`src/rtl/ccs_pkg.sv`:
```
package ccs_pkg;

  typedef enum logic [2:0] {
    PH_IDLE   = 3'd0,
    PH_RX     = 3'd1,
    PH_RX_ACK = 3'd2,
    PH_TX     = 3'd3,
    PH_TX_ACK = 3'd4,
    PH_IGNORE = 3'd5
  } phase_t;

  // Byte position inside a write: address, command, count, then data.
  localparam logic [1:0] BYTE_ADDR = 2'd0;
  localparam logic [1:0] BYTE_DATA = 2'd3;

  function automatic logic [7:0] reg_reset_value(input int idx);
    return (idx == 0) ? 8'h00 : 8'hFF;
  endfunction

  // Bits that mirror inverted strap levels instead of stored data.
  function automatic logic [7:0] reg_ro_mask(input int idx);
    if (idx == 1) return 8'h80;
    if (idx == 4) return 8'h08;
    return 8'h00;
  endfunction

endpackage

```
`src/rtl/ccs_line_filter.sv`:
```
module ccs_line_filter #(
  parameter int SYNC_STAGES = 2,
  parameter int FILT_LEN    = 4,
  localparam int CNT_W      = $clog2(FILT_LEN + 1)
) (
  input  logic clk,
  input  logic rst,
  input  logic line_i,
  output logic line_o
);

  logic [SYNC_STAGES-1:0] sync_q;
  logic [CNT_W-1:0]       hold_cnt;
  logic                   level_q;

  always_ff @(posedge clk) begin
    if (rst) sync_q <= '1;
    else     sync_q <= {sync_q[SYNC_STAGES-2:0], line_i};
  end

  // The filtered level follows only after FILT_LEN steady samples.
  always_ff @(posedge clk) begin
    if (rst) begin
      level_q  <= 1'b1;
      hold_cnt <= '0;
    end else if (sync_q[SYNC_STAGES-1] == level_q) begin
      hold_cnt <= '0;
    end else if (hold_cnt == CNT_W'(FILT_LEN - 1)) begin
      level_q  <= sync_q[SYNC_STAGES-1];
      hold_cnt <= '0;
    end else begin
      hold_cnt <= hold_cnt + 1'b1;
    end
  end

  assign line_o = level_q;

endmodule

```
`src/rtl/ccs_bus_engine.sv`:
```
module ccs_bus_engine
  import ccs_pkg::*;
#(
  parameter logic [6:0] SLAVE_ADDR = 7'h69,
  parameter int NUM_REGS           = 6,
  localparam int PTR_W             = $clog2(NUM_REGS + 1)
) (
  input  logic             clk,
  input  logic             rst,
  input  logic             scl_f,
  input  logic             sda_f,
  input  logic [7:0]       rd_data,
  output logic [PTR_W-1:0] rd_idx,
  output logic             wr_en,
  output logic [PTR_W-1:0] wr_idx,
  output logic [7:0]       wr_data,
  output logic             sda_oe,
  output phase_t           phase_o
);

  localparam logic [PTR_W-1:0] PTR_END = PTR_W'(NUM_REGS);

  phase_t           phase;
  logic             scl_p, sda_p;
  logic             scl_rise, scl_fall, bus_start, bus_stop;
  logic [2:0]       bit_cnt;
  logic [7:0]       rx_sh, tx_sh;
  logic             rx_full;
  logic [1:0]       byte_pos;
  logic [PTR_W-1:0] ptr;
  logic             is_read;
  logic             master_ack;

  always_ff @(posedge clk) begin
    if (rst) begin
      scl_p <= 1'b1;
      sda_p <= 1'b1;
    end else begin
      scl_p <= scl_f;
      sda_p <= sda_f;
    end
  end

  assign scl_rise  = scl_f & ~scl_p;
  assign scl_fall  = ~scl_f & scl_p;
  assign bus_start = scl_f & scl_p & sda_p & ~sda_f;
  assign bus_stop  = scl_f & scl_p & ~sda_p & sda_f;

  assign rd_idx  = ptr;
  assign phase_o = phase;

  always_ff @(posedge clk) begin
    if (rst) begin
      phase      <= PH_IDLE;
      bit_cnt    <= '0;
      rx_sh      <= '0;
      tx_sh      <= '0;
      rx_full    <= 1'b0;
      byte_pos   <= BYTE_ADDR;
      ptr        <= '0;
      is_read    <= 1'b0;
      master_ack <= 1'b0;
      sda_oe     <= 1'b0;
      wr_en      <= 1'b0;
      wr_idx     <= '0;
      wr_data    <= '0;
    end else begin
      wr_en <= 1'b0;
      if (bus_start) begin
        phase    <= PH_RX;
        bit_cnt  <= '0;
        rx_full  <= 1'b0;
        byte_pos <= BYTE_ADDR;
        ptr      <= '0;
        is_read  <= 1'b0;
        sda_oe   <= 1'b0;
      end else if (bus_stop) begin
        phase   <= PH_IDLE;
        rx_full <= 1'b0;
        sda_oe  <= 1'b0;
      end else begin
        unique case (phase)
          PH_RX: begin
            if (scl_rise) begin
              rx_sh   <= {rx_sh[6:0], sda_f};
              bit_cnt <= bit_cnt + 1'b1;
              if (bit_cnt == 3'd7) rx_full <= 1'b1;
            end else if (scl_fall && rx_full) begin
              rx_full <= 1'b0;
              if (byte_pos == BYTE_ADDR) begin
                if (rx_sh[7:1] == SLAVE_ADDR) begin
                  sda_oe   <= 1'b1;
                  is_read  <= rx_sh[0];
                  byte_pos <= byte_pos + 1'b1;
                  phase    <= PH_RX_ACK;
                end else begin
                  phase <= PH_IGNORE;
                end
              end else begin
                sda_oe <= 1'b1;
                phase  <= PH_RX_ACK;
                if (byte_pos != BYTE_DATA) begin
                  byte_pos <= byte_pos + 1'b1;
                end else if (ptr != PTR_END) begin
                  wr_en   <= 1'b1;
                  wr_idx  <= ptr;
                  wr_data <= rx_sh;
                  ptr     <= ptr + 1'b1;
                end
              end
            end
          end
          PH_RX_ACK: begin
            if (scl_fall) begin
              bit_cnt <= '0;
              if (is_read) begin
                tx_sh  <= rd_data;
                sda_oe <= ~rd_data[7];
                if (ptr != PTR_END) ptr <= ptr + 1'b1;
                phase  <= PH_TX;
              end else begin
                sda_oe <= 1'b0;
                phase  <= PH_RX;
              end
            end
          end
          PH_TX: begin
            if (scl_fall) begin
              if (bit_cnt == 3'd7) begin
                sda_oe  <= 1'b0;
                bit_cnt <= '0;
                phase   <= PH_TX_ACK;
              end else begin
                tx_sh   <= {tx_sh[6:0], 1'b0};
                sda_oe  <= ~tx_sh[6];
                bit_cnt <= bit_cnt + 1'b1;
              end
            end
          end
          PH_TX_ACK: begin
            if (scl_rise) begin
              master_ack <= ~sda_f;
            end else if (scl_fall) begin
              if (master_ack) begin
                tx_sh  <= rd_data;
                sda_oe <= ~rd_data[7];
                if (ptr != PTR_END) ptr <= ptr + 1'b1;
                phase  <= PH_TX;
              end else begin
                phase <= PH_IGNORE;
              end
            end
          end
          default: begin
            sda_oe <= 1'b0;
          end
        endcase
      end
    end
  end

endmodule

```
`src/rtl/ccs_regfile.sv`:
```
module ccs_regfile
  import ccs_pkg::*;
#(
  parameter int NUM_REGS = 6,
  localparam int PTR_W   = $clog2(NUM_REGS + 1)
) (
  input  logic                  clk,
  input  logic                  rst,
  input  logic                  wr_en,
  input  logic [PTR_W-1:0]      wr_idx,
  input  logic [7:0]            wr_data,
  input  logic                  strap_fs2,
  input  logic                  strap_fs1,
  input  logic [PTR_W-1:0]      rd_idx,
  output logic [7:0]            rd_data,
  output logic [NUM_REGS*8-1:0] regs_flat
);

  logic [7:0] strap_bits;
  assign strap_bits = {~strap_fs2, 3'b000, ~strap_fs1, 3'b000};

  for (genvar gi = 0; gi < NUM_REGS; gi++) begin : g_reg
    localparam logic [7:0] RO_M  = reg_ro_mask(gi);
    localparam logic [7:0] RST_V = reg_reset_value(gi);
    logic [7:0] q;

    always_ff @(posedge clk) begin
      if (rst)
        q <= (RST_V & ~RO_M) | (strap_bits & RO_M);
      else if (wr_en && wr_idx == PTR_W'(gi))
        q <= (wr_data & ~RO_M) | (strap_bits & RO_M);
      else
        q <= (q & ~RO_M) | (strap_bits & RO_M);
    end

    assign regs_flat[gi*8 +: 8] = q;
  end

  always_comb begin
    rd_data = 8'h00;
    for (int i = 0; i < NUM_REGS; i++) begin
      if (rd_idx == PTR_W'(i)) rd_data = regs_flat[i*8 +: 8];
    end
  end

endmodule

```
`src/rtl/clkgen_ctrl_slave.sv`:
```
module clkgen_ctrl_slave
  import ccs_pkg::*;
#(
  parameter logic [6:0] SLAVE_ADDR = 7'h69,
  parameter int NUM_REGS           = 6,
  parameter int SYNC_STAGES        = 2,
  parameter int FILT_LEN           = 4,
  localparam int PTR_W             = $clog2(NUM_REGS + 1)
) (
  input  logic                  clk,
  input  logic                  rst,
  input  logic                  scl_i,
  input  logic                  sda_i,
  output logic                  sda_o,
  output logic                  sda_oe,
  input  logic                  strap_fs2_i,
  input  logic                  strap_fs1_i,
  output logic [NUM_REGS*8-1:0] cfg_o,
  output logic                  spread_wide_o,
  output logic [3:0]            sw_fsel_o,
  output logic                  sw_fsel_en_o,
  output logic                  spread_en_o,
  output logic                  outputs_hiz_o
);

  logic [1:0]       line_raw, line_flt;
  logic             scl_flt, sda_flt;
  logic [7:0]       rd_data;
  logic [PTR_W-1:0] rd_idx, wr_idx;
  logic             wr_en;
  logic [7:0]       wr_data;
  phase_t           eng_phase;

  assign line_raw = {sda_i, scl_i};

  for (genvar gl = 0; gl < 2; gl++) begin : g_line
    ccs_line_filter #(
      .SYNC_STAGES(SYNC_STAGES),
      .FILT_LEN   (FILT_LEN)
    ) u_filt (
      .clk   (clk),
      .rst   (rst),
      .line_i(line_raw[gl]),
      .line_o(line_flt[gl])
    );
  end

  assign scl_flt = line_flt[0];
  assign sda_flt = line_flt[1];

  ccs_bus_engine #(
    .SLAVE_ADDR(SLAVE_ADDR),
    .NUM_REGS  (NUM_REGS)
  ) u_engine (
    .clk    (clk),
    .rst    (rst),
    .scl_f  (scl_flt),
    .sda_f  (sda_flt),
    .rd_data(rd_data),
    .rd_idx (rd_idx),
    .wr_en  (wr_en),
    .wr_idx (wr_idx),
    .wr_data(wr_data),
    .sda_oe (sda_oe),
    .phase_o(eng_phase)
  );

  ccs_regfile #(
    .NUM_REGS(NUM_REGS)
  ) u_regs (
    .clk      (clk),
    .rst      (rst),
    .wr_en    (wr_en),
    .wr_idx   (wr_idx),
    .wr_data  (wr_data),
    .strap_fs2(strap_fs2_i),
    .strap_fs1(strap_fs1_i),
    .rd_idx   (rd_idx),
    .rd_data  (rd_data),
    .regs_flat(cfg_o)
  );

  assign sda_o         = 1'b0;
  assign spread_wide_o = cfg_o[7];
  assign sw_fsel_o     = {cfg_o[2], cfg_o[6:4]};
  assign sw_fsel_en_o  = cfg_o[3];
  assign spread_en_o   = cfg_o[1];
  assign outputs_hiz_o = cfg_o[0];

endmodule

```
`config.mk`:
```
export PLATFORM = sky130hd
export DESIGN_NAME = clkgen_ctrl_slave
export DESIGN_NICKNAME = d
export VERILOG_FILES = /design/src/rtl/ccs_pkg.sv /design/src/rtl/ccs_line_filter.sv /design/src/rtl/ccs_bus_engine.sv /design/src/rtl/ccs_regfile.sv /design/src/rtl/clkgen_ctrl_slave.sv
export SDC_FILE = /design/constraint.sdc
export NUM_CORES = 1
export LEC_CHECK = 0
export CELL_PAD_IN_SITES_DETAIL_PLACEMENT = 2
export CELL_PAD_IN_SITES_GLOBAL_PLACEMENT = 2
export CORE_MARGIN = 4
export CORE_UTILIZATION = 36
export DETAILED_ROUTE_END_ITERATION = 6
export PLACE_DENSITY_LB_ADDON = 0.1
export SYNTH_ARGS = -nofsm -noshare
export SYNTH_HDL_FRONTEND = slang
export SYNTH_SLANG_ARGS = --single-unit
```
`constraint.sdc`:
```
create_clock -name clk -period 2.9 [get_ports clk]
set_input_delay 0.29 -clock clk [delete_from_list [all_inputs] [get_ports clk]]
set_output_delay 0.29 -clock clk [all_outputs]
set_load 0.01 [all_outputs]
```
### Word-level counts from Yosys, hierarchy flattened

Index checks and enable logic that the tools add are counted.

* bitwise gates (word level): 28
* add/subtract/negate cells: 5
* multiplexer cells: 67
* reduce and logical (&&, ||, !) cells: 36
* equality and inequality tests: 45

Operator list (number)
* $mux 3: 24
* $mux 8: 9
* $mux 7: 7
* $reduce_and 8->1: 4
* $eq 3x2->1 const B: 8
* $pmux 7 s3: 1
* $ne 4x1->1 const B: 5
* $eq 3x3->1 const B: 6
* $pmux 3 s3: 2
* $mux 1: 17
* $not 1->1: 17
* $ne 2x1->1 const B: 8
* $ne 2x2->1 const B: 8
* $or 7x8->8: 2
* $or 8x4->8: 2
* $add 3x1->3 const B: 4
* $pmux 3 s4: 1
* $reduce_and 6->1: 2
* $reduce_and 11->1: 1
* $reduce_and 10->1: 1
* $eq 3x1->1 const B: 3
* $reduce_bool 3->1: 3
* $reduce_or 3->1: 3
* $mux 2: 4
* 20 further kinds: 39

* logic and storage cells: 211
* register bits: 104

### Longest topological paths before layout

* word-level depth: 12
* gate-level depth with buffers: 9

### Cells and area by module

A second synthesis with hierarchy kept.

* cell total of the unflattened synthesis: 564
* area total of the unflattened synthesis: 5071.1 sq um

By module, submodules not included
* ccs_regfile: sequential area each 960.9 sq um, cells each 265, area an instance 2324.7 sq um, instances 1
* ccs_bus_engine: sequential area each 880.8 sq um, cells each 255, area an instance 2247.2 sq um, instances 1
* ccs_line_filter: sequential area each 120.1 sq um, cells each 17, area an instance 214.0 sq um, instances 2
* clkgen_ctrl_slave: sequential area each 0.0 sq um, cells each 10, area an instance 71.3 sq um, instances 1

### Worst setup path after synthesis

Ideal clock, no wire load.

* path kind: register to register
* from: reg u_engine.ptr[2] (netlist: u_engine.rd_idx[2])
* to: reg u_engine.sda_oe
* data required time: 2.777 ns
* data arrival time: 1.773 ns
* path buffers: 1
* setup slack: 1.004 ns
* stages on the path, launching flop included: 9
* clock period less this slack: 1.896 ns
* library setup time: 0.123 ns
* cells stage by stage: dfxtp_1 > inv_1 > clkbuf_1 > ha_1 > or2_2 > a221o_1 > a32o_1 > mux2i_1 > nor2_1

* word-level cells in the longest chain between the ends: 12

Ends and longest elaborated chain
* start, declared: line ccs_bus_engine.sv:30 `logic [PTR_W-1:0] ptr;`
* start signal, assigned: line ccs_bus_engine.sv:108 `ptr <= ptr + 1'b1;`
* start signal, assigned: line ccs_bus_engine.sv:119 `if (ptr != PTR_END) ptr <= ptr + 1'b1;`
* start signal, assigned: line ccs_bus_engine.sv:147 `if (ptr != PTR_END) ptr <= ptr + 1'b1;`
* $logic_not 3->1: line ccs_regfile.sv:42 `if (rd_idx == PTR_W'(i)) rd_data = regs_flat[i*8 +: 8];`
* $mux 8 (5 in series): line ccs_regfile.sv:42
* $mux 8 (*): line ccs_regfile.sv:42
* $not 1->1 (*): line ccs_bus_engine.sv:118, ccs_bus_engine.sv:146
* $mux 1: line ccs_bus_engine.sv:144 `if (master_ack) begin`
* $mux 1: line ccs_bus_engine.sv:143 `end else if (scl_fall) begin`
* $mux 1: line ccs_bus_engine.sv:141 `if (scl_rise) begin`
* $pmux 1 s4 (*): line ccs_bus_engine.sv:82 `unique case (phase)`
* end signal, assigned: line ccs_bus_engine.sv:118 `sda_oe <= ~rd_data[7];`
* end signal, assigned: line ccs_bus_engine.sv:135 `sda_oe <= ~tx_sh[6];`
* end signal, assigned: line ccs_bus_engine.sv:146 `sda_oe <= ~rd_data[7];`
* end, declared: line ccs_bus_engine.sv:17 `output logic sda_oe,`

Every way passes the cells marked *; elsewhere a longest branch is shown, timed or not. The select of a mux whose other input is x is not followed.
A chain may end at the register's enable or synchronous reset.

### Worst setup path in the final report

* from: reg u_engine.ptr[0] (netlist: u_engine.rd_idx[0])
* to: reg u_engine.tx_sh[5]

* word-level cells in the longest chain between the ends: 11

Ends and longest elaborated chain
* $logic_not 3->1: line ccs_regfile.sv:42
* $mux 8 (5 in series): line ccs_regfile.sv:42
* $mux 8 (*): line ccs_regfile.sv:42
* $mux 7: line ccs_bus_engine.sv:144
* $mux 7: line ccs_bus_engine.sv:143
* $mux 7: line ccs_bus_engine.sv:141
* $pmux 7 s3 (*): line ccs_bus_engine.sv:82
* end signal, assigned: line ccs_bus_engine.sv:117 `tx_sh <= rd_data;`
* end signal, assigned: line ccs_bus_engine.sv:134 `tx_sh <= {tx_sh[6:0], 1'b0};`
* end signal, assigned: line ccs_bus_engine.sv:145 `tx_sh <= rd_data;`
* end, declared: line ccs_bus_engine.sv:27 `logic [7:0] rx_sh, tx_sh;`

Marked as above.

==> impl_results.rst <==
.. list-table::
   :header-rows: 1

   * - Metric
     - Value
   * - Arrival time of data at the critical path endpoint
     - 2.55 ns
   * - Worst setup EP type
     - register
   * - Post-cts gate resize count
     - 0
   * - CTS sink cnt
     - approximately 100
   * - Root cell of the clock tree
     - sky130_fd_sc_hd__clkbuf_16
   * - Number of warnings issued by yosys
     - 0
   * - Number of design-rule violations left by the first detailed-router iteration
     - 243
   * - Async set or reset register ratio after synthesis
     - 0
   * - Syn_area_per_cell
     - between 8 and 9 sq um
   * - Number of buffers added by the clock tree synthesis step
     - 9
   * - Area overhead of the layout relative to synthesis
     - 19.3%
   * - Ratio of total power to cell area
     - 454 nW/um^2
   * - Path type of the worst setup path
     - reg2reg
   * - P_leak
     - approximately 2.4 nW
   * - Post-CTS setup-driven buffer insertion count
     - 0
   * - Final Instance Count excl. Fillers
     - roughly 800
   * - Worst-skew pair later-pin latency
     - between 0.3 and 0.4 ns
   * - Maximum number of pins on one net before global-route repair
     - 89
   * - Depth of the worst register-to-register path
     - 6
   * - Remaining Overflow, GRT
     - 0
   * - RSZ-0062 raised after global routing
     - false
   * - FP Rows
     - 42
   * - Wire length of the first global-routing pass
     - approximately 27 mm
   * - Antenna cells
     - 0
   * - Clock tree from TritonCTS
     - built
   * - Final setup violation count
     - 0
   * - Worst hold slack after final layout
     - 0.397 ns
   * - Count of unresolved DRC violations after routing
     - 0
   * - Number of inserted filler cells in the final layout
     - approximately 1500
   * - Synthesized netlist net count
     - 600
   * - Period utilization
     - 0.809
   * - Drt total wl
     - 16.4 mm
   * - Sequential element share of the synthesized area
     - 0.421
   * - Result of the run
     - finished clean
   * - CORE AREA
     - between 10000 and 15000 sq um
   * - Max capacitance violation total
     - 0
   * - I/O Pins
     - 64
   * - Setup total negative slack
     - 0 ns
   * - Maximum vdd ir drop
     - between 0.0004 and 0.0005 V
   * - Post-DP HPWL
     - around 12 mm
   * - Number of buffers between clock root and the deepest sink
     - 2
   * - Relative max-transition margin
     - 0.367
   * - Post-layout util
     - 0.442
   * - Net count, final
     - 637
   * - Wire length per cell after detailed routing
     - a little over 20 um
   * - DR pass1 iterations
     - 4
   * - Gpl congestion
     - 0.841
   * - Post-Syn Area
     - approximately 4900 sq um
   * - Share of post-route cells with drive strength above 1
     - 0.0610
   * - Most used cells in the layout excluding fill and tap cells
     - sky130_fd_sc_hd__dfxtp_1 (104), sky130_fd_sc_hd__nand2_1 (98), sky130_fd_sc_hd__clkdlybuf4s50_1 (61), sky130_fd_sc_hd__nand3b_1 (47), sky130_fd_sc_hd__nor2_1 (44)
   * - #FFs+latches synth
     - 104
   * - Residual antenna-violating net count after detailed routing
     - 0
   * - Startpoint type of the worst setup path
     - register
   * - CP required
     - 3.11 ns
   * - Cells after DPL
     - between 700 and 800
   * - Routed via count divided by cell count
     - 5.48
   * - Setup Skew
     - roughly 0.0076 ns
   * - Total track usage
     - 0.216
   * - Die area
     - 15700 sq um
   * - Maximum achievable frequency
     - 0.426 GHz
   * - Most common cell after layout, fill and taps aside
     - sky130_fd_sc_hd__dfxtp_1
   * - Number of enable flip-flop cells after synthesis
     - 0
   * - Die width
     - ~130 um
   * - Number of antenna violations at the first check in global routing
     - 0
   * - Crit Path Max Fanout
     - 29
   * - Number of instances on the worst hold path
     - 2
   * - Yosys cell types
     - 59
   * - Minimum period implied by the final worst setup slack
     - approximately 2.3 ns
   * - Class of the most critical hold timing path
     - in2reg
   * - Slew at the pin closest to its max-slew limit
     - between 0.9 and 1 ns
   * - Hold violation total from the final report
     - 0
   * - Height of the die
     - 125 um
   * - Port Buffers
     - 62
   * - Register clock-pin slew on the reported worst setup and hold paths
     - ~0.080 ns
   * - Number of cells produced by synthesis
     - 581
   * - CTS H-tree lvls
     - 3
   * - Vias in the first global route
     - 4668
   * - Initial Utilization
     - 0.370
   * - Cts hold-fix bufs
     - 0
   * - Total count of max-transition violations in the final report
     - 0
   * - Number of vias in the routed layout
     - around 4400
   * - Top_reg_cell synth
     - sky130_fd_sc_hd__dfxtp_1
## worst max-delay path: stages (launching register included)
cell and delay, ns:
sky130_fd_sc_hd__dfxtp_1 0.42, sky130_fd_sc_hd__ha_1 0.81, sky130_fd_sc_hd__nand2_1 0.33, sky130_fd_sc_hd__o22ai_1 0.25
sky130_fd_sc_hd__nand2_1 0.10, sky130_fd_sc_hd__o2111ai_1 0.15, sky130_fd_sc_hd__a21oi_1 0.12
## layout make-up
class	count	area, sq um	area share
multi-input cells	414	2570	0.436
inverters	19	71.3	0.0121
clock inverters	7	53.8	0.00912
repair buffers	70	676	0.115
well taps	176	220	0.0373
flip-flops and latches	104	2080	0.353
clock buffers	9	225	0.0382
## path summary, 6_finish.rpt
kind / startpoint / end / slack (ns)
worst max-delay path: u_engine.rd_idx[0] / u_engine.tx_sh[5] / 0.55
worst min-delay path: strap_fs2_i / u_regs.g_reg[1].q[7] / 0.40
worst max register to register: u_engine.rd_idx[0] / u_engine.tx_sh[5] / 0.55
worst min register to register: g_line[1].u_filt.sync_q[0] / g_line[1].u_filt.sync_q[1] / 0.42
## synthesized netlist by cell type, types with 2 or more instances
| master | number | area share |
|---|---|---|
| sky130_fd_sc_hd__o211ai_1 | 2 | 0.0030 |
| sky130_fd_sc_hd__o21ai_0 | 8 | 0.0081 |
| sky130_fd_sc_hd__nor2b_1 | 14 | 0.018 |
| sky130_fd_sc_hd__a21oi_1 | 35 | 0.035 |
| sky130_fd_sc_hd__nor3b_2 | 2 | 0.0051 |
| sky130_fd_sc_hd__o311ai_0 | 2 | 0.0035 |
| sky130_fd_sc_hd__nand4b_1 | 2 | 0.0035 |
| sky130_fd_sc_hd__nand4_1 | 3 | 0.0038 |
| sky130_fd_sc_hd__o22ai_1 | 4 | 0.0051 |
| sky130_fd_sc_hd__nor2_1 | 44 | 0.033 |
| sky130_fd_sc_hd__or3b_1 | 2 | 0.0035 |
| sky130_fd_sc_hd__and2b_1 | 3 | 0.0046 |
| sky130_fd_sc_hd__buf_2 | 10 | 0.010 |
| sky130_fd_sc_hd__a211oi_1 | 3 | 0.0046 |
| sky130_fd_sc_hd__a21o_1 | 3 | 0.0046 |
| sky130_fd_sc_hd__xnor2_1 | 4 | 0.0071 |
| sky130_fd_sc_hd__dfxtp_1 | 104 | 0.42 |
| sky130_fd_sc_hd__ha_1 | 13 | 0.033 |
| sky130_fd_sc_hd__o21ai_1 | 2 | 0.0020 |
| sky130_fd_sc_hd__buf_4 | 11 | 0.017 |
| sky130_fd_sc_hd__a31oi_1 | 4 | 0.0051 |
| sky130_fd_sc_hd__a32oi_1 | 5 | 0.0089 |
| sky130_fd_sc_hd__o31ai_1 | 3 | 0.0046 |
| sky130_fd_sc_hd__and2_1 | 3 | 0.0038 |
| sky130_fd_sc_hd__o221ai_1 | 3 | 0.0053 |
| sky130_fd_sc_hd__mux2i_1 | 24 | 0.049 |
| sky130_fd_sc_hd__inv_1 | 19 | 0.014 |
| sky130_fd_sc_hd__nor3_1 | 3 | 0.0030 |
| sky130_fd_sc_hd__o2111ai_1 | 4 | 0.0071 |
| sky130_fd_sc_hd__clkbuf_1 | 23 | 0.017 |
| sky130_fd_sc_hd__nand2b_1 | 13 | 0.016 |
| sky130_fd_sc_hd__or3_1 | 4 | 0.0051 |
| sky130_fd_sc_hd__nand3_1 | 14 | 0.014 |
| sky130_fd_sc_hd__a211o_1 | 9 | 0.016 |
| sky130_fd_sc_hd__nand3b_1 | 47 | 0.071 |
| sky130_fd_sc_hd__or2_2 | 7 | 0.0089 |
| sky130_fd_sc_hd__and3_1 | 3 | 0.0038 |
| sky130_fd_sc_hd__a221o_1 | 4 | 0.0081 |
| sky130_fd_sc_hd__nand2_1 | 98 | 0.074 |
## routing by layer
metal | global-route usage | routed length, um
met3 | 0.0384 | 552
met2 | 0.365 | 8120
met1 | 0.286 | 7570
met5 | 0 | 0
met4 | 0.0555 | 180
## cells by family (layout without fill, tap and decap cells)
family,Yosys count,count (layout),share of synthesized area
muxes,24,24,0.0486
DFF,104,104,0.421
AOI/OAI and AO/OA,103,103,0.146
and+or+nand+nor,269,269,0.284
adders and majority gates,13,13,0.0329
xor gates and xnor gates,4,4,0.00709
other,1,1,0.000759
buffers and inverters,63,105,0.0587
## flip-flops by register name, summed over array words and instances, names as in the netlist, named ones only
| signal | count |
|---|---|
| u_regs.g.q | 41 |
| u_engine.rx_sh | 8 |
| u_engine.wr_data | 8 |
| u_engine.tx_sh | 7 |
| g_line.u_filt.hold_cnt | 6 |
| g_line.u_filt.sync_q | 4 |
| u_engine.bit_cnt | 3 |
| u_engine.phase_o | 3 |
| u_engine.rd_idx | 3 |
| u_engine.wr_idx | 3 |
| g_line.u_filt.line_o | 2 |
| u_engine.byte_pos | 2 |
| u_engine.is_read | 1 |
| u_engine.master_ack | 1 |
| u_engine.rx_full | 1 |
| u_engine.scl_p | 1 |
| u_engine.sda_oe | 1 |
| u_engine.sda_p | 1 |
| u_engine.wr_en | 1 |
## report_power, final
group | leakage (nW) | switching (mW) | total [mW] | internal [mW]
Sequential | 0.841 | 0.00327 | 1.43 | 1.43
Combinational | 1.44 | 0.0273 | 0.0470 | 0.0197
Clock | 0.134 | 0.604 | 1.20 | 0.592
## stage by stage
stage | total power [mW] | setup slack [ns] | area (sq um)
2_1_floorplan | 1.50 | 1.00 | 4940
3_3_place_gp | 1.51 | 0.700 | 5620
3_5_place_dp | 1.52 | 0.608 | 5620
4_1_cts | 2.71 | 0.576 | 5900
5_1_grt | 2.78 | 0.278 | 5900
6_report | 2.68 | 0.555 | 5900
No activity file was read; power rests on OpenSTA's default activity.
